## config.mk

```make
export PLATFORM = sky130hd
export DESIGN_NAME = atm_rx_width_conv
export DESIGN_NICKNAME = d
export VERILOG_FILES = /design/src/rtl/atm_rxw_pkg.sv /design/src/rtl/atm_rxw_seq.sv /design/src/rtl/atm_rxw_pack.sv /design/src/rtl/atm_rxw_clav.sv /design/src/rtl/atm_rx_width_conv.sv
export SDC_FILE = /design/constraint.sdc
export NUM_CORES = 1
export LEC_CHECK = 0
export BUFFER_PORTS_ARGS = -buffer_cell sky130_fd_sc_hd__buf_2
export CAP_MARGIN = 10
export CORE_UTILIZATION = 52
export CTS_CLUSTER_DIAMETER = 50
export DETAILED_ROUTE_END_ITERATION = 10
export PLACE_DENSITY = 0.78
export SLEW_MARGIN = 20
export SYNTH_ARGS = -nofsm -noshare
export SYNTH_HDL_FRONTEND = slang
export SYNTH_SLANG_ARGS = --single-unit
```

## constraint.sdc

```tcl
create_clock -name clk -period 2.2 [get_ports clk]
set_input_delay 0.33 -clock clk [delete_from_list [all_inputs] [get_ports clk]]
set_output_delay 0.33 -clock clk [all_outputs]
set_load 0.01 [all_outputs]
```

## src/rtl/atm_rxw_pkg.sv

```systemverilog
package atm_rxw_pkg;

    localparam int unsigned DEF_WORD_W     = 16;
    localparam int unsigned DEF_CELL_WORDS = 27;
    localparam int unsigned DEF_DROP_WORD  = 2;

    typedef enum logic {
        SEQ_IDLE = 1'b0,
        SEQ_CELL = 1'b1
    } seq_mode_e;

    // per-clock control handed from the sequencer to the byte datapath
    typedef struct packed {
        logic emit;   // a byte is placed on the link bus at this edge
        logic take;   // the buffer word is captured at this edge
        logic first;  // the emitted byte is the first of a cell
    } emit_ctl_t;

    function automatic int unsigned last_byte_idx(input int unsigned words);
        return 2 * words - 1;
    endfunction

    function automatic int unsigned drop_byte_idx(input int unsigned word);
        return 2 * word + 1;
    endfunction

endpackage

```

## src/rtl/atm_rxw_seq.sv

```systemverilog
module atm_rxw_seq
    import atm_rxw_pkg::*;
#(
    parameter int unsigned CELL_WORDS = DEF_CELL_WORDS,
    parameter int unsigned DROP_WORD  = DEF_DROP_WORD,
    parameter int unsigned IDX_W      = 6,
    parameter int unsigned ADDR_W     = 5
) (
    input  logic              clk,
    input  logic              rst,
    input  logic              cell_avail,
    input  logic              enb_n,
    input  logic              full_cell,
    output emit_ctl_t         ctl,
    output logic              advance,
    output logic [ADDR_W-1:0] word_addr
);

    localparam int unsigned LAST_IDX = last_byte_idx(CELL_WORDS);
    localparam int unsigned SKIP_IDX = drop_byte_idx(DROP_WORD) - 1;

    seq_mode_e         state_q;
    logic [IDX_W-1:0]  idx_q;
    logic [ADDR_W-1:0] addr_q;

    logic [IDX_W-1:0]  cur_idx;
    logic [IDX_W-1:0]  nxt_idx;
    logic              emit;
    logic              take;
    logic              at_last;

    always_comb begin
        cur_idx = (state_q == SEQ_CELL) ? idx_q : '0;
        advance = !rst && !enb_n;
        emit    = advance && ((state_q == SEQ_CELL) || cell_avail);
        take    = emit && !cur_idx[0];
        at_last = (cur_idx == IDX_W'(LAST_IDX));
        if (!full_cell && (cur_idx == IDX_W'(SKIP_IDX)))
            nxt_idx = cur_idx + IDX_W'(2);
        else
            nxt_idx = cur_idx + IDX_W'(1);
    end

    always_ff @(posedge clk) begin
        if (rst) begin
            state_q <= SEQ_IDLE;
            idx_q   <= '0;
            addr_q  <= '0;
        end else if (emit) begin
            if (at_last) begin
                state_q <= cell_avail ? SEQ_CELL : SEQ_IDLE;
                idx_q   <= '0;
                addr_q  <= '0;
            end else begin
                state_q <= SEQ_CELL;
                idx_q   <= nxt_idx;
                if (take)
                    addr_q <= addr_q + ADDR_W'(1);
            end
        end
    end

    assign ctl.emit  = emit;
    assign ctl.take  = take;
    assign ctl.first = (cur_idx == '0);
    assign word_addr = addr_q;

endmodule

```

## src/rtl/atm_rxw_pack.sv

```systemverilog
module atm_rxw_pack
    import atm_rxw_pkg::*;
#(
    parameter int unsigned WORD_W = DEF_WORD_W
) (
    input  logic                clk,
    input  logic                rst,
    input  logic                advance,
    input  emit_ctl_t           ctl,
    input  logic [WORD_W-1:0]   word,
    output logic [WORD_W/2-1:0] byte_out,
    output logic                soc_out
);

    localparam int unsigned BYTE_W = WORD_W / 2;

    logic [BYTE_W-1:0] lo_hold_q;
    logic [BYTE_W-1:0] hi_part;
    logic [BYTE_W-1:0] lo_part;

    assign hi_part = word[WORD_W-1 -: BYTE_W];
    assign lo_part = word[BYTE_W-1:0];

    always_ff @(posedge clk) begin
        if (rst) begin
            lo_hold_q <= '0;
            byte_out  <= '0;
            soc_out   <= 1'b0;
        end else begin
            if (ctl.emit) begin
                byte_out <= ctl.take ? hi_part : lo_hold_q;
                if (ctl.take)
                    lo_hold_q <= lo_part;
            end
            if (advance)
                soc_out <= ctl.emit && ctl.first;
        end
    end

endmodule

```

## src/rtl/atm_rxw_clav.sv

```systemverilog
module atm_rxw_clav (
    input  logic clk,
    input  logic rst,
    input  logic avail_in,
    output logic clav_out
);

    always_ff @(posedge clk) begin
        if (rst)
            clav_out <= 1'b0;
        else
            clav_out <= avail_in;
    end

endmodule

```

## src/rtl/atm_rx_width_conv.sv

```systemverilog
module atm_rx_width_conv
    import atm_rxw_pkg::*;
#(
    parameter int unsigned WORD_W     = DEF_WORD_W,
    parameter int unsigned CELL_WORDS = DEF_CELL_WORDS,
    parameter int unsigned DROP_WORD  = DEF_DROP_WORD,
    parameter int unsigned BYTE_W     = WORD_W / 2,
    parameter int unsigned ADDR_W     = $clog2(CELL_WORDS + 1)
) (
    input  logic              clk,
    input  logic              rst,
    input  logic              usr_cell_avail,
    output logic              usr_rd_en,
    output logic [ADDR_W-1:0] usr_word_addr,
    input  logic [WORD_W-1:0] usr_word,
    input  logic              cell54_mode,
    input  logic              utp_rx_enb_n,
    output logic [BYTE_W-1:0] utp_rx_data,
    output logic              utp_rx_soc,
    output logic              utp_rx_clav
);

    localparam int unsigned IDX_W = $clog2(2 * CELL_WORDS);

    emit_ctl_t ctl;
    logic      advance;

    atm_rxw_seq #(
        .CELL_WORDS (CELL_WORDS),
        .DROP_WORD  (DROP_WORD),
        .IDX_W      (IDX_W),
        .ADDR_W     (ADDR_W)
    ) u_seq (
        .clk        (clk),
        .rst        (rst),
        .cell_avail (usr_cell_avail),
        .enb_n      (utp_rx_enb_n),
        .full_cell  (cell54_mode),
        .ctl        (ctl),
        .advance    (advance),
        .word_addr  (usr_word_addr)
    );

    atm_rxw_pack #(
        .WORD_W (WORD_W)
    ) u_pack (
        .clk      (clk),
        .rst      (rst),
        .advance  (advance),
        .ctl      (ctl),
        .word     (usr_word),
        .byte_out (utp_rx_data),
        .soc_out  (utp_rx_soc)
    );

    atm_rxw_clav u_clav (
        .clk      (clk),
        .rst      (rst),
        .avail_in (usr_cell_avail),
        .clav_out (utp_rx_clav)
    );

    assign usr_rd_en = ctl.take;

endmodule

```

# Yosys cells after proc, flatten, opt, wreduce, memory -nomap -nowiden
# Index checks and enable logic that the tools add are counted.
[word_totals]
in_bits = 21
mem_bits_rw = 0
output_inout_bits = 16
memories = 0
romBits = 0
elab_cells = 34
reg_bits = 30
latch_bits = 0
[op_classes]
n_div = 0
n_addsub = 3
n_eq_ne = 2
multipliers = 0
shift = 0
order_cmp = 0
mux = 8
bitwise_logic = 0
n_reduce_logical = 14
[op_table]
columns = ["operator", "count"]
rows = [
  ["$mux 6", 3],
  ["$mux 5", 2],
  ["$mux 8", 1],
  ["$add 6x1->6 const B", 1],
  ["$add 6x2->6 const B", 1],
  ["$eq 6x3->1 const B", 1],
  ["$eq 6x6->1 const B", 1],
  ["$logic_not 6->1", 1],
  ["$add 5x1->5 const B", 1],
  ["$logic_and 1x1->1", 5],
  ["$logic_not 1->1", 4],
  ["$reduce_and 2->1", 2],
  ["$mux 1", 2],
  ["$reduce_bool 2->1", 1],
  ["$logic_or 1x1->1", 1],
]

# Longest topological paths before layout
# Gate-level depths: netlist of the first run.
[depth]
word_depth = 6
ltp_mapped = 10
ltp_nobuf = 7

# Cells and area by module
# Synthesis of the first run repeated with hierarchy kept, for this count alone.
[hier_totals]
hier_cells = 174
hier_area_um2 = 1560.2
[by_module_without_submodules]
columns = ["module", "seq_area_each_um2", "instances", "cells_each", "area_each_um2"]
rows = [
  ["atm_rxw_seq", 240.2, 1, 95, 769.5],
  ["atm_rxw_pack", 340.3, 1, 77, 757.0],
  ["atm_rxw_clav", 20.0, 1, 2, 33.8],
]

# Worst setup path after synthesis of the first run
# OpenSTA, ideal clock, no wires.
[synth_timing]
path_type = "register -> register"
startpoint = "register u_seq.state_q"
endpoint = "register u_seq.idx_q[4]"
setup_time_ns = 0.058
slack_ns = 0.391
path_buffers = 3
stages_incl_launch_ff = 11
required_time_ns = 2.142
synth_period_minus_slack_ns = 1.809
arrival_ns = 1.751
path_cell_list = "dfxtp_1 > clkdlybuf4s15_2 > buf_2 > nand2_1 > buf_2 > inv_1 > ha_1 > nand3_1 > o311ai_1 > nor3b_1 > o22a_1"
[synth_between]
elab_chain_cells = 5
elab_cells_between_ends = 10
cone_classes = "2 x add/sub; 2 x eq/ne; 3 x mux; 3 x reduce/logical"
[synth_lines]
columns = ["element", "line_no", "rtl"]
rows = [
  ["start, declared", "atm_rxw_seq.sv:22", "seq_mode_e state_q;"],
  ["start signal, assigned", "atm_rxw_seq.sv:51", "state_q <= cell_avail ? SEQ_CELL : SEQ_IDLE;"],
  ["parallel branches: the longest is 5 deep, another holds $add 6x1->6", "--", ""],
  ["end signal, assigned", "atm_rxw_seq.sv:56", "idx_q <= nxt_idx;"],
  ["end, declared", "atm_rxw_seq.sv:23", "logic [IDX_W-1:0] idx_q;"],
]
# Parallel ways; which one is timed is not known.
# A chain may end at the register's enable or synchronous reset.

# Worst setup path in the final report of the first run
[layout_timing]
startpoint = "register u_seq.state_q"
endpoint = "output usr_rd_en"
[layout_between]
elab_chain_cells = 3
elab_cells_between_ends = 5
cone_classes = "1 x mux; 4 x reduce/logical"
[layout_lines]
columns = ["element", "line_no", "rtl"]
rows = [
  ["$mux 6 / $logic_or 1x1->1 (equally long branches)", "atm_rxw_seq.sv:33, atm_rxw_seq.sv:35", ""],
  ["$logic_not 1->1 / $logic_and 1x1->1 (equally long branches)", "atm_rxw_seq.sv:36, atm_rxw_seq.sv:35", ""],
  ["$logic_and 1x1->1 (*)", "atm_rxw_seq.sv:36", "take = emit && !cur_idx[0];"],
  ["end, declared", "atm_rx_width_conv.sv:13", "output logic usr_rd_en,"],
]
# Mark *: on every way between the ends. The rest lies on a longest branch, timed or not.

==> insert_results.sql, run 1 <==
INSERT INTO impl_metrics (metric_group, metric, value, unit) VALUES
('outcome', 'outcome', 'complete, no violations', ''),
('final_layout', 'antennaDiodeCount', '0', ''),
('critical_path', 'worst_setup_path_start_kind', 'flip-flop', ''),
('critical_path', 'critPathKind', 'flip-flop to output port', ''),
('route', 'drcViolationCount', '0', ''),
('cts', 'cts.htree.levels', '2', ''),
('synthesis', 'instance_count_of_the_mapped_netlist', '169', ''),
('final_layout', 'fraction_of_final_layout_cells_with_drive_strength_greater_than_1', '27.8', '%'),
('route', 'first_pass_iteration_count_of_the_detailed_router', '4', ''),
('timing', 'clock.fmax', '0.499', 'GHz'),
('synthesis', 'netlist_area', '0.00147', 'mm2'),
('floorplanning', 'initial_core_util', '57.1', '%'),
('placed_design', 'place.port_buffers', '36', ''),
('floorplanning', 'ioPinCount', '37', ''),
('floorplanning', 'core_region_area', '0.00257', 'mm2'),
('final_layout', 'final_cell_area', '0.00178', 'mm2'),
('critical_path', 'crit_required', '1.87', 'ns'),
('floorplanning', 'chipWidth', '55.1', 'um'),
('critical_path', 'worstPathArrival', '1.68', 'ns'),
('final_layout', 'instances_no_fill', '239', ''),
('placed_design', 'placedInstanceArea', '0.00167', 'mm2'),
('timing', 'setup_tns', '0', 'ns'),
('synthesis', 'synth-seq-area-share', '41.0', '%'),
('route', 'ant_nets', '0', ''),
('pwr', 'power.density_cell_area', '728', 'mW/mm2'),
('cts', 'post_cts.repair.setup_buffers', '0', ''),
('timing', 'timing_worst_slew_pin_value', '0.382', 'ns'),
('global_routing', 'grt_max_degree', '31', ''),
('route', 'detailed_route_via_count', '1385', ''),
('cts', 'post_cts_resize_count', '0', ''),
('placed_design', 'place_congestion', '0.873', ''),
('global_routing', 'global_route_wire_length_before_repair', '5.54', 'mm'),
('timing', 'final.hold.worst_slack', '0.220', 'ns'),
('hold_path', 'holdCritPathClass', 'input port to flip-flop', ''),
('floorplanning', 'fp-row-count', '18', ''),
('timing', 'rsz0062_at_grt', 'no', ''),
('synthesis', 'avgSynthCellArea', '8.67', 'um2'),
('synthesis', 'synth_cell_type_count', '40', ''),
('final_layout', 'register_area', '601', 'um2'),
('route', 'route.detailed.vias_per_inst', '5.79', ''),
('timing', 'fin_crit', '2.01', 'ns'),
('final_layout', 'multi_input_area', '786', 'um2'),
('cts', 'ctsLongestPathBuffers', '2', ''),
('timing', 'finalMaxSlewViolations', '0', ''),
('final_layout', 'num-nets-final', '232', ''),
('cts', 'clkTransAtPathRegs', '0.10', 'ns'),
('cts', 'clock_sink_count', '30', ''),
('pwr', 'power_leakage', '0.810', 'nW'),
('timing', 'final.setup_skew', '0.0107', 'ns'),
('pwr', 'vdd_drop_max', '550', 'uV'),
('cts', 'cts_hold_repair.buffers', '0', ''),
('critical_path', 'cp-end-kind', 'output port', ''),
('cts', 'tritoncts_clock_tree', 'built', ''),
('timing', 'final_report_setup_violation_count', '0', ''),
('timing', 'finalCritPeriodShare', '91.2', '%'),
('synthesis', 'syn_nets', '193', ''),
('critical_path', 'crit_fanout', '10', ''),
('flow_run', 'drv.max_cap_violation_count', '0', ''),
('cts', 'cts_root_buffer', 'sky130_fd_sc_hd__clkbuf_4', ''),
('placed_design', 'placed_cells_incl_taps', '231', ''),
('final_layout', 'layout.filler_cells', '221', ''),
('timing', 'timing.slew.headroom', '74.3', '%'),
('global_routing', 'antenna_violations_before_repair', '0', ''),
('cts', 'clk-insertion-delay-late', '0.34', 'ns'),
('route', 'drtIter0Drc', '36', ''),
('route', 'detail_route.wl_per_cell', '15.0', 'um'),
('timing', 'number_of_failing_hold_endpoints_at_the_final_stage', '0', ''),
('synthesis', 'yosysWarningCount', '0', ''),
('floorplanning', 'overall_die_area', '0.00303', 'mm2'),
('global_routing', 'first_global_vias', '1207', ''),
('synthesis', 'count_of_state_elements_after_synthesis', '30', ''),
('floorplanning', 'chipHeight', '55.1', 'um'),
('critical_path', 'timing.critical_path.cells', 'buf_4 > nor2b_1 > o21ai_1 > inv_1 > buf_2', ''),
('global_routing', 'globalRouteOverflowTotal', '0', ''),
('route', 'route.final.wire_length', '3.59', 'mm'),
('critical_path', 'critPathMaxStageDelay', '0.45', 'ns'),
('critical_path', 'crit_slowest_cell', 'sky130_fd_sc_hd__dfxtp_1', ''),
('final_layout', 'syn2layout_area_growth', '21.7', '%'),
('placed_design', 'dpl.hpwl', '2.57', 'mm'),
('global_routing', 'groute.usage.overall', '26.6', '%'),
('cts', 'numCtsBuffers', '5', '');
synthesized netlist by cell type:
master | n | area share [%]
sky130_fd_sc_hd__dfxtp_1 | 30 | 41
sky130_fd_sc_hd__nand2_1 | 24 | 6.1
sky130_fd_sc_hd__a21oi_1 | 17 | 5.8
sky130_fd_sc_hd__o21ai_0 | 11 | 3.8
sky130_fd_sc_hd__mux2i_1 | 10 | 6.8
sky130_fd_sc_hd__nand3b_1 | 8 | 4.1
sky130_fd_sc_hd__nor2_1 | 8 | 2.0
sky130_fd_sc_hd__o211ai_1 | 7 | 3.6
sky130_fd_sc_hd__inv_1 | 6 | 1.5
sky130_fd_sc_hd__buf_2 | 5 | 1.7
sky130_fd_sc_hd__and2_1 | 4 | 1.7
sky130_fd_sc_hd__clkbuf_1 | 3 | 0.77
sky130_fd_sc_hd__ha_1 | 3 | 2.6
sky130_fd_sc_hd__nand3_1 | 3 | 1.0
sky130_fd_sc_hd__nor2b_1 | 3 | 1.3
sky130_fd_sc_hd__nand2b_1 | 2 | 0.85
sky130_fd_sc_hd__o21ai_1 | 2 | 0.68
sky130_fd_sc_hd__a22oi_1 | 1 | 0.51
sky130_fd_sc_hd__a311oi_1 | 1 | 0.60
sky130_fd_sc_hd__and4bb_2 | 1 | 0.85
sky130_fd_sc_hd__clkdlybuf4s15_2 | 1 | 0.77
sky130_fd_sc_hd__dlygate4sd1_1 | 1 | 0.60
sky130_fd_sc_hd__nand2b_2 | 1 | 0.60
sky130_fd_sc_hd__nand4_1 | 1 | 0.43
sky130_fd_sc_hd__nand4_2 | 1 | 0.85
sky130_fd_sc_hd__nor3_1 | 1 | 0.34
sky130_fd_sc_hd__nor3_4 | 1 | 1.1
sky130_fd_sc_hd__nor3b_1 | 1 | 0.51
sky130_fd_sc_hd__nor4b_1 | 1 | 0.60
sky130_fd_sc_hd__o21a_1 | 1 | 0.51
sky130_fd_sc_hd__o21ai_2 | 1 | 0.60
sky130_fd_sc_hd__o22a_1 | 1 | 0.60
sky130_fd_sc_hd__o2bb2ai_2 | 1 | 1.0
sky130_fd_sc_hd__o311ai_1 | 1 | 0.60
sky130_fd_sc_hd__o31ai_1 | 1 | 0.51
sky130_fd_sc_hd__o32ai_1 | 1 | 0.60
sky130_fd_sc_hd__or2_2 | 1 | 0.43
sky130_fd_sc_hd__or4_4 | 1 | 0.77
sky130_fd_sc_hd__xnor2_1 | 1 | 0.60
sky130_fd_sc_hd__xor2_1 | 1 | 0.60
final timing paths:
kind | depth (start not counted) | slack [ns] | to | startpoint
max | 5 | 0.19 | usr_rd_en | u_seq.state_q$_SDFFE_PP0P_
min | 3 | 0.22 | u_pack.lo_hold_q[4]$_SDFFE_PP0P_ | usr_word[4]
max reg2reg | 7 | 0.51 | u_seq.word_addr[3]$_SDFFE_PP0P_ | u_seq.state_q$_SDFFE_PP0P_
min reg2reg | 2 | 0.47 | u_pack.lo_hold_q[2]$_SDFFE_PP0P_ | u_pack.lo_hold_q[2]$_SDFFE_PP0P_
sequential cells by signal, summed over array words and instances, names as in the netlist:
register / cells
u_pack.lo_hold_q: 8
u_seq.state_q: 1
u_pack.byte_out: 8
u_seq.idx_q: 6
u_clav.clav_out: 1
u_pack.soc_out: 1
u_seq.word_addr: 5
per-layer routing:
| layer | vias to the layer above | track usage, % | wire [um] |
|---|---|---|---|
| met4 | 0 | 8.75 | 45 |
| met1 | 662 | 33.8 | 1630 |
| li1 | 674 | - | - |
| met3 | 5 | 7.38 | 185 |
| met5 | - | 0 | 0 |
| met2 | 44 | 43.2 | 1730 |
cell families (layout without fill, tap and decap cells):
kind of cell               after synthesis  count (layout)  share of synthesized area [%]
adders and majority gates                3               3                           2.56
and+or+nand+nor                         62              62                           23.7
muxes                                   10              10                           6.83
buffers and inverters                   16              56                           5.38
DFF                                     30              30                           41.0
xor gates and xnor gates                 2               2                           1.20
AOI/OAI and AO/OA                       46              46                           19.4
cell usage in the layout (no fill, tap or decap), types with 2 or more instances in the layout:
cell	instances
sky130_fd_sc_hd__nand2_1	24
sky130_fd_sc_hd__buf_4	6
sky130_fd_sc_hd__nor2b_1	3
sky130_fd_sc_hd__mux2i_1	10
sky130_fd_sc_hd__a21oi_1	17
sky130_fd_sc_hd__inv_1	6
sky130_fd_sc_hd__dfxtp_1	30
sky130_fd_sc_hd__clkbuf_4	5
sky130_fd_sc_hd__and2_1	4
sky130_fd_sc_hd__nand3b_1	8
sky130_fd_sc_hd__o21ai_1	2
sky130_fd_sc_hd__nand2b_1	2
sky130_fd_sc_hd__nand3_1	3
sky130_fd_sc_hd__o211ai_1	7
sky130_fd_sc_hd__o21ai_0	11
sky130_fd_sc_hd__nor2_1	8
sky130_fd_sc_hd__ha_1	3
sky130_fd_sc_hd__buf_2	36
sky130_fd_sc_hd__bufinv_16	2
report_power, final:
group          switching (mW)  internal [mW]  total [mW]
Clock                   0.202          0.385       0.587
Combinational          0.0732         0.0571       0.130
Sequential             0.0155          0.565       0.580
Total                   0.291           1.01        1.30
area by class of cell:
cell class | count | share of cell area, %
timing repair buffer | 42 | 12.6
tap | 30 | 2.11
multi-input combinational | 123 | 44.1
sequential | 30 | 33.7
clock inverter | 2 | 3.37
clock buffer | 6 | 2.88
inverter | 6 | 1.26
critical path: cells and delay by family, from the launching register on:
kind	cells	cell delay, ns
buf+inv	3	0.55
flops	1	0.45
compound gates	1	0.12
simple gates	1	0.23
stage by stage:
step	utilization (%)	setup WS (ns)	power, mW
2_1_floorplan	-	0.391	0.668
3_3_place_gp	65.1	0.605	0.717
3_5_place_dp	65.1	0.571	0.722
4_1_cts	69.4	0.230	1.30
5_1_grt	69.4	0.0240	1.34
6_report	69.4	0.194	1.30
No activity file was read; power rests on OpenSTA's default activity.
==> run 2: changes to the inputs <==
--- a/config.mk
+++ b/config.mk
@@ -5,12 +5,13 @@
 export SDC_FILE = /design/constraint.sdc
 export NUM_CORES = 1
 export LEC_CHECK = 0
+export ABC_AREA = 1
 export BUFFER_PORTS_ARGS = -buffer_cell sky130_fd_sc_hd__buf_2
 export CAP_MARGIN = 10
-export CORE_UTILIZATION = 52
+export CORE_UTILIZATION = 51
 export CTS_CLUSTER_DIAMETER = 50
 export DETAILED_ROUTE_END_ITERATION = 10
-export PLACE_DENSITY = 0.78
+export PLACE_DENSITY = 0.77
 export SLEW_MARGIN = 20
 export SYNTH_ARGS = -nofsm -noshare
 export SYNTH_HDL_FRONTEND = slang
==> run 2 against run 1 <==
Clock-buffer cell count stayed put; fmax fell by 3.2%; sequential share of layout area increased by 3.1 points; setup slack worse by 0.066 ns; wire length down 8.4%; synthesized area down 2.8%; global-route usage is 1.2 points lower; clock skew shrank 0.0060 ns; non-clock buffer count fell by 5; hold slack improved by 0.028 ns; total power shrank 24%; critical path type unchanged.
==> insert_results.sql, run 2 <==
INSERT INTO impl_metrics (metric_group, metric, value, unit) VALUES
('floorplanning', 'overall_die_area', '0.00301', 'mm2'),
('synthesis', 'synth_cell_type_count', '24', ''),
('cts', 'clkTransAtPathRegs', '0.08', 'ns'),
('critical_path', 'r2r_cells', '10', ''),
('cts', 'numCtsBuffers', '5', ''),
('route', 'route.detailed.vias_per_inst', '5.42', ''),
('synthesis', 'synth-seq-area-share', '42.2', '%'),
('critical_path', 'worst_flop_to_flop_path_endpoint', 'u_seq.idx_q[3]$_SDFFE_PP0P_', ''),
('cts', 'cts_hold_repair.buffers', '0', ''),
('route', 'ant_nets', '0', ''),
('route', 'drtIter0Drc', '23', ''),
('synthesis', 'avgSynthCellArea', '7.53', 'um2'),
('critical_path', 'crit_fanout', '15', ''),
('final_layout', 'top_regs', 'u_pack.byte_out: 8 flops, u_pack.lo_hold_q: 8 flops, u_seq.idx_q: 6 flops', ''),
('cts', 'post_cts.repair.setup_buffers', '0', ''),
('final_layout', 'fraction_of_final_layout_cells_with_drive_strength_greater_than_1', '24.2', '%'),
('timing', 'rsz0062_at_grt', 'no', ''),
('cts', 'cts.htree.levels', '2', ''),
('global_routing', 'global_route_wire_length_before_repair', '5.33', 'mm'),
('floorplanning', 'ioPinCount', '37', ''),
('critical_path', 'worst_setup_path_start_kind', 'flip-flop', ''),
('cts', 'ctsLongestPathBuffers', '2', ''),
('pwr', 'power_leakage', '0.802', 'nW'),
('placed_design', 'place.port_buffers', '36', ''),
('final_layout', 'syn2layout_area_growth', '14.6', '%'),
('final_layout', 'layout_common_cells', 'sky130_fd_sc_hd__nand2_1 (47), sky130_fd_sc_hd__buf_2 (36), sky130_fd_sc_hd__a21oi_1 (31)', ''),
('timing', 'final.setup_skew', '0.00465', 'ns'),
('critical_path', 'r2r-start', 'u_seq.state_q$_SDFFE_PP0P_', ''),
('timing', 'setup_tns', '0', 'ns'),
('final_layout', 'antennaDiodeCount', '0', ''),
('outcome', 'outcome', 'complete, no violations', ''),
('synthesis', 'ys_top_cells_by_area', 'sky130_fd_sc_hd__dfxtp_1 (42%), sky130_fd_sc_hd__nand2_1 (12%), sky130_fd_sc_hd__a21oi_1 (11%)', ''),
('timing', 'finalMaxSlewViolations', '0', ''),
('synthesis', 'netlist_area', '0.00142', 'mm2'),
('critical_path', 'r2r_setup_slack', '0.37', 'ns'),
('global_routing', 'groute.usage.overall', '25.4', '%'),
('route', 'first_pass_iteration_count_of_the_detailed_router', '4', ''),
('floorplanning', 'core_region_area', '0.00257', 'mm2'),
('global_routing', 'grtUsageMet2', '43.8', '%'),
('cts', 'post_cts_resize_count', '0', ''),
('hold_path', 'min_from', 'usr_word[3]', ''),
('synthesis', 'post-synth-top-area-cell', 'sky130_fd_sc_hd__dfxtp_1', ''),
('timing', 'timing_worst_slew_pin_value', '0.473', 'ns'),
('placed_design', 'place_congestion', '0.896', ''),
('route', 'drcViolationCount', '0', ''),
('synthesis', 'post-synth-top-area-fraction', '42.2', '%'),
('global_routing', 'first_global_vias', '1310', ''),
('synthesis', 'count_of_state_elements_after_synthesis', '30', ''),
('synthesis', 'number_of_flops_mapped_to_enable_cells_by_yosys', '0', ''),
('synthesis', 'yosys.cell_count.top_type', 'sky130_fd_sc_hd__nand2_1', ''),
('synthesis', 'synth_top_flop_cell', 'sky130_fd_sc_hd__dfxtp_1', ''),
('pwr', 'fin_total_pwr', '0.988', 'mW'),
('cts', 'clk-insertion-delay-late', '0.33', 'ns'),
('final_layout', 'num-nets-final', '248', ''),
('timing', 'number_of_failing_hold_endpoints_at_the_final_stage', '0', ''),
('cts', 'clock_sink_count', '30', ''),
('global_routing', 'grt_util_met3', '6.67', '%'),
('global_routing', 'globalRouteOverflowTotal', '0', ''),
('timing', 'timing.slew.headroom', '68.4', '%'),
('floorplanning', 'chipWidth', '54.8', 'um'),
('hold_path', 'whs_path_depth', '3', ''),
('route', 'route.final.wire_length', '3.29', 'mm'),
('route', 'detail_route.wl_per_cell', '13.0', 'um'),
('cts', 'cts_root_buffer', 'sky130_fd_sc_hd__clkbuf_4', ''),
('placed_design', 'dpl.hpwl', '2.33', 'mm'),
('floorplanning', 'initial_core_util', '55.5', '%'),
('timing', 'final_report_setup_violation_count', '0', ''),
('pwr', 'vdd_drop_max', '723', 'uV'),
('global_routing', 'busiest_layer', 'met2', ''),
('hold_path', 'holdCritPathClass', 'input port to flip-flop', ''),
('floorplanning', 'chipHeight', '54.8', 'um'),
('synthesis', 'yosysWarningCount', '0', ''),
('synthesis', 'asyncSetResetFlopFracSynth', '0', '%'),
('critical_path', 'crit_required', '1.87', 'ns'),
('final_layout', 'final_common_cell', 'sky130_fd_sc_hd__nand2_1', ''),
('route', 'detailed_route_via_count', '1372', ''),
('cts', 'tritoncts_clock_tree', 'built', ''),
('synthesis', 'instance_count_of_the_mapped_netlist', '189', ''),
('timing', 'finalCritPeriodShare', '94.2', '%'),
('global_routing', 'antenna_violations_before_repair', '0', ''),
('critical_path', 'critPathKind', 'flip-flop to output port', ''),
('critical_path', 'worstPathArrival', '1.74', 'ns'),
('global_routing', 'grt_max_degree', '21', ''),
('flow_run', 'drv.max_cap_violation_count', '0', ''),
('timing', 'clock.fmax', '0.483', 'GHz'),
('pwr', 'power.density_cell_area', '605', 'mW/mm2'),
('synthesis', 'synthTopCellsByCount', 'sky130_fd_sc_hd__nand2_1 (47), sky130_fd_sc_hd__a21oi_1 (31), sky130_fd_sc_hd__dfxtp_1 (30)', ''),
('synthesis', 'syn_nets', '213', ''),
('hold_path', 'hold_end', 'u_pack.lo_hold_q[3]$_SDFFE_PP0P_', ''),
('critical_path', 'cp-end-kind', 'output port', ''),
('timing', 'fin_crit', '2.07', 'ns'),
('floorplanning', 'fp-row-count', '18', ''),
('global_routing', 'gr-usage-met1', '28.5', '%');
## run 2: area by class of cell
| type | instances | area, um2 |
|---|---|---|
| inverter | 16 | 60.1 |
| timing repair buffer | 37 | 188 |
| clock buffer | 6 | 51.3 |
| fill | 242 | 936 |
| multi-input combinational | 134 | 694 |
| sequential | 30 | 601 |
| tap | 30 | 37.5 |
## run 2: how the worst max path moves through the flow
stage                               startpoint  slack (ns)                          end
floorplan           u_seq.state_q$_SDFFE_PP0P_        0.83  u_seq.idx_q[3]$_SDFFE_PP0P_
global placement    u_seq.state_q$_SDFFE_PP0P_        0.51  u_seq.idx_q[3]$_SDFFE_PP0P_
detailed placement  u_seq.state_q$_SDFFE_PP0P_        0.42  u_seq.idx_q[3]$_SDFFE_PP0P_
CTS                 u_seq.state_q$_SDFFE_PP0P_        0.14                    usr_rd_en
global route        u_seq.state_q$_SDFFE_PP0P_        0.03                    usr_rd_en
finish              u_seq.state_q$_SDFFE_PP0P_        0.13                    usr_rd_en
## run 2: cells by family after synthesis
group / after synthesis / synth area share, %
buf+inv: 25 / 9.05
flops: 30 / 42.2
xor+xnor: 3 / 1.85
simple gates: 83 / 27.3
compound gates: 45 / 17.0
fa+ha+maj: 3 / 2.64
## run 2: per-layer routing
layer	vias to the layer above	share of wire, %
li1	695	-
met2	50	51
met1	621	43
met4	0	1.6
met5	-	0
met3	6	5.3
## run 2: power by group
group / internal (mW) / leakage (nW) / switching (mW)
registers: 0.562 / 0.244 / 0.0132
clock network: 0.144 / 0.0302 / 0.171
logic: 0.0390 / 0.527 / 0.0596
## run 2: worst max-delay path, stage by stage, from the launching register on
cell and delay, ns:
sky130_fd_sc_hd__dfxtp_1 0.62, sky130_fd_sc_hd__o21ai_4 0.23, sky130_fd_sc_hd__nor2_4 0.35, sky130_fd_sc_hd__buf_2 0.20
## run 2: stage by stage
step	util (%)	setup WS, ns	instances	hold WS (ns)	instance area (um2)
detailed placement	61.5	0.419	247	0.452	1580
global placement	61.5	0.512	247	0.449	1580
CTS	63.5	0.136	253	0.231	1630
global route	63.5	0.0284	253	0.242	1630
finish	63.5	0.128	253	0.248	1630
floorplan	-	0.833	189	0.437	1420
==> run 3: changes to the inputs <==
--- a/config.mk
+++ b/config.mk
@@ -8,10 +8,13 @@
 export ABC_AREA = 1
 export BUFFER_PORTS_ARGS = -buffer_cell sky130_fd_sc_hd__buf_2
 export CAP_MARGIN = 10
-export CORE_UTILIZATION = 51
+export CORE_MARGIN = 3
+export CORE_UTILIZATION = 54
+export CTS_BUF_LIST = sky130_fd_sc_hd__clkbuf_4 sky130_fd_sc_hd__clkbuf_8
 export CTS_CLUSTER_DIAMETER = 50
 export DETAILED_ROUTE_END_ITERATION = 10
-export PLACE_DENSITY = 0.77
+export GPL_TIMING_DRIVEN = 0
+export PLACE_DENSITY = 0.81
 export SLEW_MARGIN = 20
 export SYNTH_ARGS = -nofsm -noshare
 export SYNTH_HDL_FRONTEND = slang
==> run 3 against run 2 <==
Clock power grew 43%; wire length grew 6.5%; critical path type unchanged; first-iteration DRC count grew 140%; largest power group unchanged; non-clock buffer count grew 8; clock-buffer cell count is the same.
==> insert_results.sql, run 3 (synthesized netlist as in run 2, its figures left out) <==
INSERT INTO impl_metrics (metric_group, metric, value, unit) VALUES
('outcome', 'outcome', 'complete, no violations', ''),
('cts', 'numCtsBuffers', '5', ''),
('final_layout', 'num-nets-final', '256', ''),
('cts', 'clk-insertion-delay-late', '0.33', 'ns'),
('placed_design', 'dpl.hpwl', '2.66', 'mm'),
('critical_path', 'critPathKind', 'flip-flop to output port', ''),
('critical_path', 'r2r-start', 'u_seq.state_q$_SDFFE_PP0P_', ''),
('critical_path', 'worstPathArrival', '1.48', 'ns'),
('floorplanning', 'initial_core_util', '60.3', '%'),
('global_routing', 'antenna_violations_before_repair', '0', ''),
('critical_path', 'critPathMaxStageDelay', '0.32', 'ns'),
('cts', 'clkTransAtPathRegs', '0.10', 'ns'),
('flow_run', 'drv.max_cap_violation_count', '0', ''),
('hold_path', 'holdCritPathClass', 'input port to flip-flop', ''),
('global_routing', 'first_global_vias', '1409', ''),
('timing', 'timing.slew.headroom', '67.5', '%'),
('route', 'drcViolationCount', '0', ''),
('floorplanning', 'overall_die_area', '0.00329', 'mm2'),
('critical_path', 'r2r_setup_slack', '0.59', 'ns'),
('cts', 'tritoncts_clock_tree', 'built', ''),
('critical_path', 'cp-end-kind', 'output port', ''),
('route', 'ant_nets', '0', ''),
('route', 'first_pass_iteration_count_of_the_detailed_router', '4', ''),
('route', 'drtIter0Drc', '55', ''),
('global_routing', 'grt_max_degree', '11', ''),
('timing', 'finalCritPeriodShare', '82.1', '%'),
('cts', 'ctsLongestPathBuffers', '2', ''),
('timing', 'fin_crit', '1.81', 'ns'),
('placed_design', 'place_congestion', '0.949', ''),
('floorplanning', 'fp-row-count', '17', ''),
('timing', 'setup_tns', '0', 'ns'),
('floorplanning', 'core_region_area', '0.00236', 'mm2'),
('final_layout', 'instances_no_fill', '260', ''),
('timing', 'rsz0062_at_grt', 'no', ''),
('final_layout', 'layout_common_cells', 'sky130_fd_sc_hd__nand2_1 (47), sky130_fd_sc_hd__buf_2 (37), sky130_fd_sc_hd__a21oi_1 (31)', ''),
('placed_design', 'pre_cts_ws', '0.591', 'ns'),
('global_routing', 'global_route_wire_length_before_repair', '6.10', 'mm'),
('cts', 'cts_root_buffer', 'sky130_fd_sc_hd__clkbuf_4', ''),
('critical_path', 'worst_flop_to_flop_path_endpoint', 'u_seq.idx_q[3]$_SDFFE_PP0P_', ''),
('floorplanning', 'ioPinCount', '37', ''),
('final_layout', 'top_regs', 'u_pack.byte_out: 8 flops, u_pack.lo_hold_q: 8 flops, u_seq.idx_q: 6 flops', ''),
('timing', 'finalMaxSlewViolations', '0', ''),
('pwr', 'power.density_cell_area', '659', 'mW/mm2'),
('route', 'detailed_route_via_count', '1416', ''),
('cts', 'post_cts.repair.setup_buffers', '0', ''),
('critical_path', 'timing.critical_path.cells', 'buf_6 > o21ai_4 > nor2_4 > buf_4 > buf_2', ''),
('hold_path', 'hold_end', 'u_pack.lo_hold_q[1]$_SDFFE_PP0P_', ''),
('route', 'detail_route.wl_per_cell', '13.5', 'um'),
('route', 'route.final.wire_length', '3.50', 'mm'),
('final_layout', 'fraction_of_final_layout_cells_with_drive_strength_greater_than_1', '25.9', '%'),
('critical_path', 'worst_setup_path_start_kind', 'flip-flop', ''),
('timing', 'timing_worst_slew_pin_value', '0.487', 'ns'),
('hold_path', 'whs_path_depth', '3', ''),
('final_layout', 'final_common_cell', 'sky130_fd_sc_hd__nand2_1', ''),
('cts', 'clock_sink_count', '30', ''),
('final_layout', 'layout.filler_cells', '203', ''),
('final_layout', 'antennaDiodeCount', '0', ''),
('timing', 'number_of_failing_hold_endpoints_at_the_final_stage', '0', ''),
('critical_path', 'r2r_cells', '11', ''),
('timing', 'minimum_setup_slack_in_the_final_design', '0.393', 'ns'),
('route', 'route.detailed.vias_per_inst', '5.45', ''),
('final_layout', 'syn2layout_area_growth', '20.8', '%'),
('critical_path', 'crit_fanout', '10', ''),
('placed_design', 'placedInstanceArea', '0.00164', 'mm2'),
('placed_design', 'placed_cells_incl_taps', '253', ''),
('pwr', 'power_leakage', '0.847', 'nW'),
('global_routing', 'globalRouteOverflowTotal', '0', ''),
('critical_path', 'crit_slowest_cell', 'sky130_fd_sc_hd__dfxtp_1', ''),
('final_layout', 'final_cell_area', '0.00172', 'mm2'),
('placed_design', 'place.port_buffers', '36', ''),
('cts', 'post_cts_resize_count', '0', ''),
('cts', 'cts.htree.levels', '2', ''),
('cts', 'cts_hold_repair.buffers', '0', ''),
('global_routing', 'groute.usage.overall', '23.3', '%'),
('timing', 'final_report_setup_violation_count', '0', ''),
('hold_path', 'min_from', 'usr_word[1]', ''),
('critical_path', 'crit_required', '1.87', 'ns'),
('floorplanning', 'chipHeight', '57.4', 'um'),
('timing', 'clock.fmax', '0.553', 'GHz'),
('floorplanning', 'chipWidth', '57.4', 'um'),
('pwr', 'fin_total_pwr', '1.13', 'mW'),
('pwr', 'vdd_drop_max', '519', 'uV'),
('timing', 'final.setup_skew', '0.0131', 'ns');
## run 3: cell types whose count changed in the layout (fill, tap and decap cells not counted), sizes merged
cell	before	now
buf	37	42
bufinv	0	1
clkbuf	6	9
## run 3: worst max path at each step
stage	start	end	slack, ns
global route	u_seq.state_q$_SDFFE_PP0P_	usr_rd_en	0.32
CTS	u_seq.state_q$_SDFFE_PP0P_	usr_rd_en	0.40
detailed placement	utp_rx_enb_n	usr_rd_en	0.59
finish	u_seq.state_q$_SDFFE_PP0P_	usr_rd_en	0.39
global placement	utp_rx_enb_n	usr_rd_en	0.61
floorplan	u_seq.state_q$_SDFFE_PP0P_	u_seq.idx_q[3]$_SDFFE_PP0P_	0.83
## run 3: power breakdown
group | total (mW) | leakage, nW | switching [mW] | internal (mW)
sequential | 0.572 | 0.244 | 0.00974 | 0.562
clock | 0.450 | 0.0443 | 0.185 | 0.264
combinational | 0.113 | 0.558 | 0.0667 | 0.0460
## run 3: stage by stage
step / utilization [%] / hold WS (ns)
floorplan: - / 0.437
global placement: 69.4 / 0.443
detailed placement: 69.4 / 0.455
CTS: 72.9 / 0.239
global route: 72.9 / 0.251
finish: 72.9 / 0.244
## run 3: final cells by class
cell class	count	area (um2)	area share (%)
multi-input cells	134	694	40.4
flip-flops and latches	30	601	34.9
repair buffers	36	180	10.5
plain buffers	9	68.8	4.00
inverters	16	60.1	3.49
clock buffers	6	51.3	2.98
well taps	28	35.0	2.04
clock inverters	1	30.0	1.75
## run 3: routing by layer
metal  part of all wire [%]  GRT usage (%)  vias to the layer above
met5                      0              0                        -
met4                    1.3           8.28                        0
met3                    5.4           6.11                        6
met2                     50           39.4                       41
met1                     43           28.3                      655
li1                       -              -                      714
## run 3: critical path, delay by kind of cell, from the launching register on
kind	cells	cell delay [ns]
compound gates	1	0.27
buf+inv	3	0.48
flops	1	0.32
simple gates	1	0.09
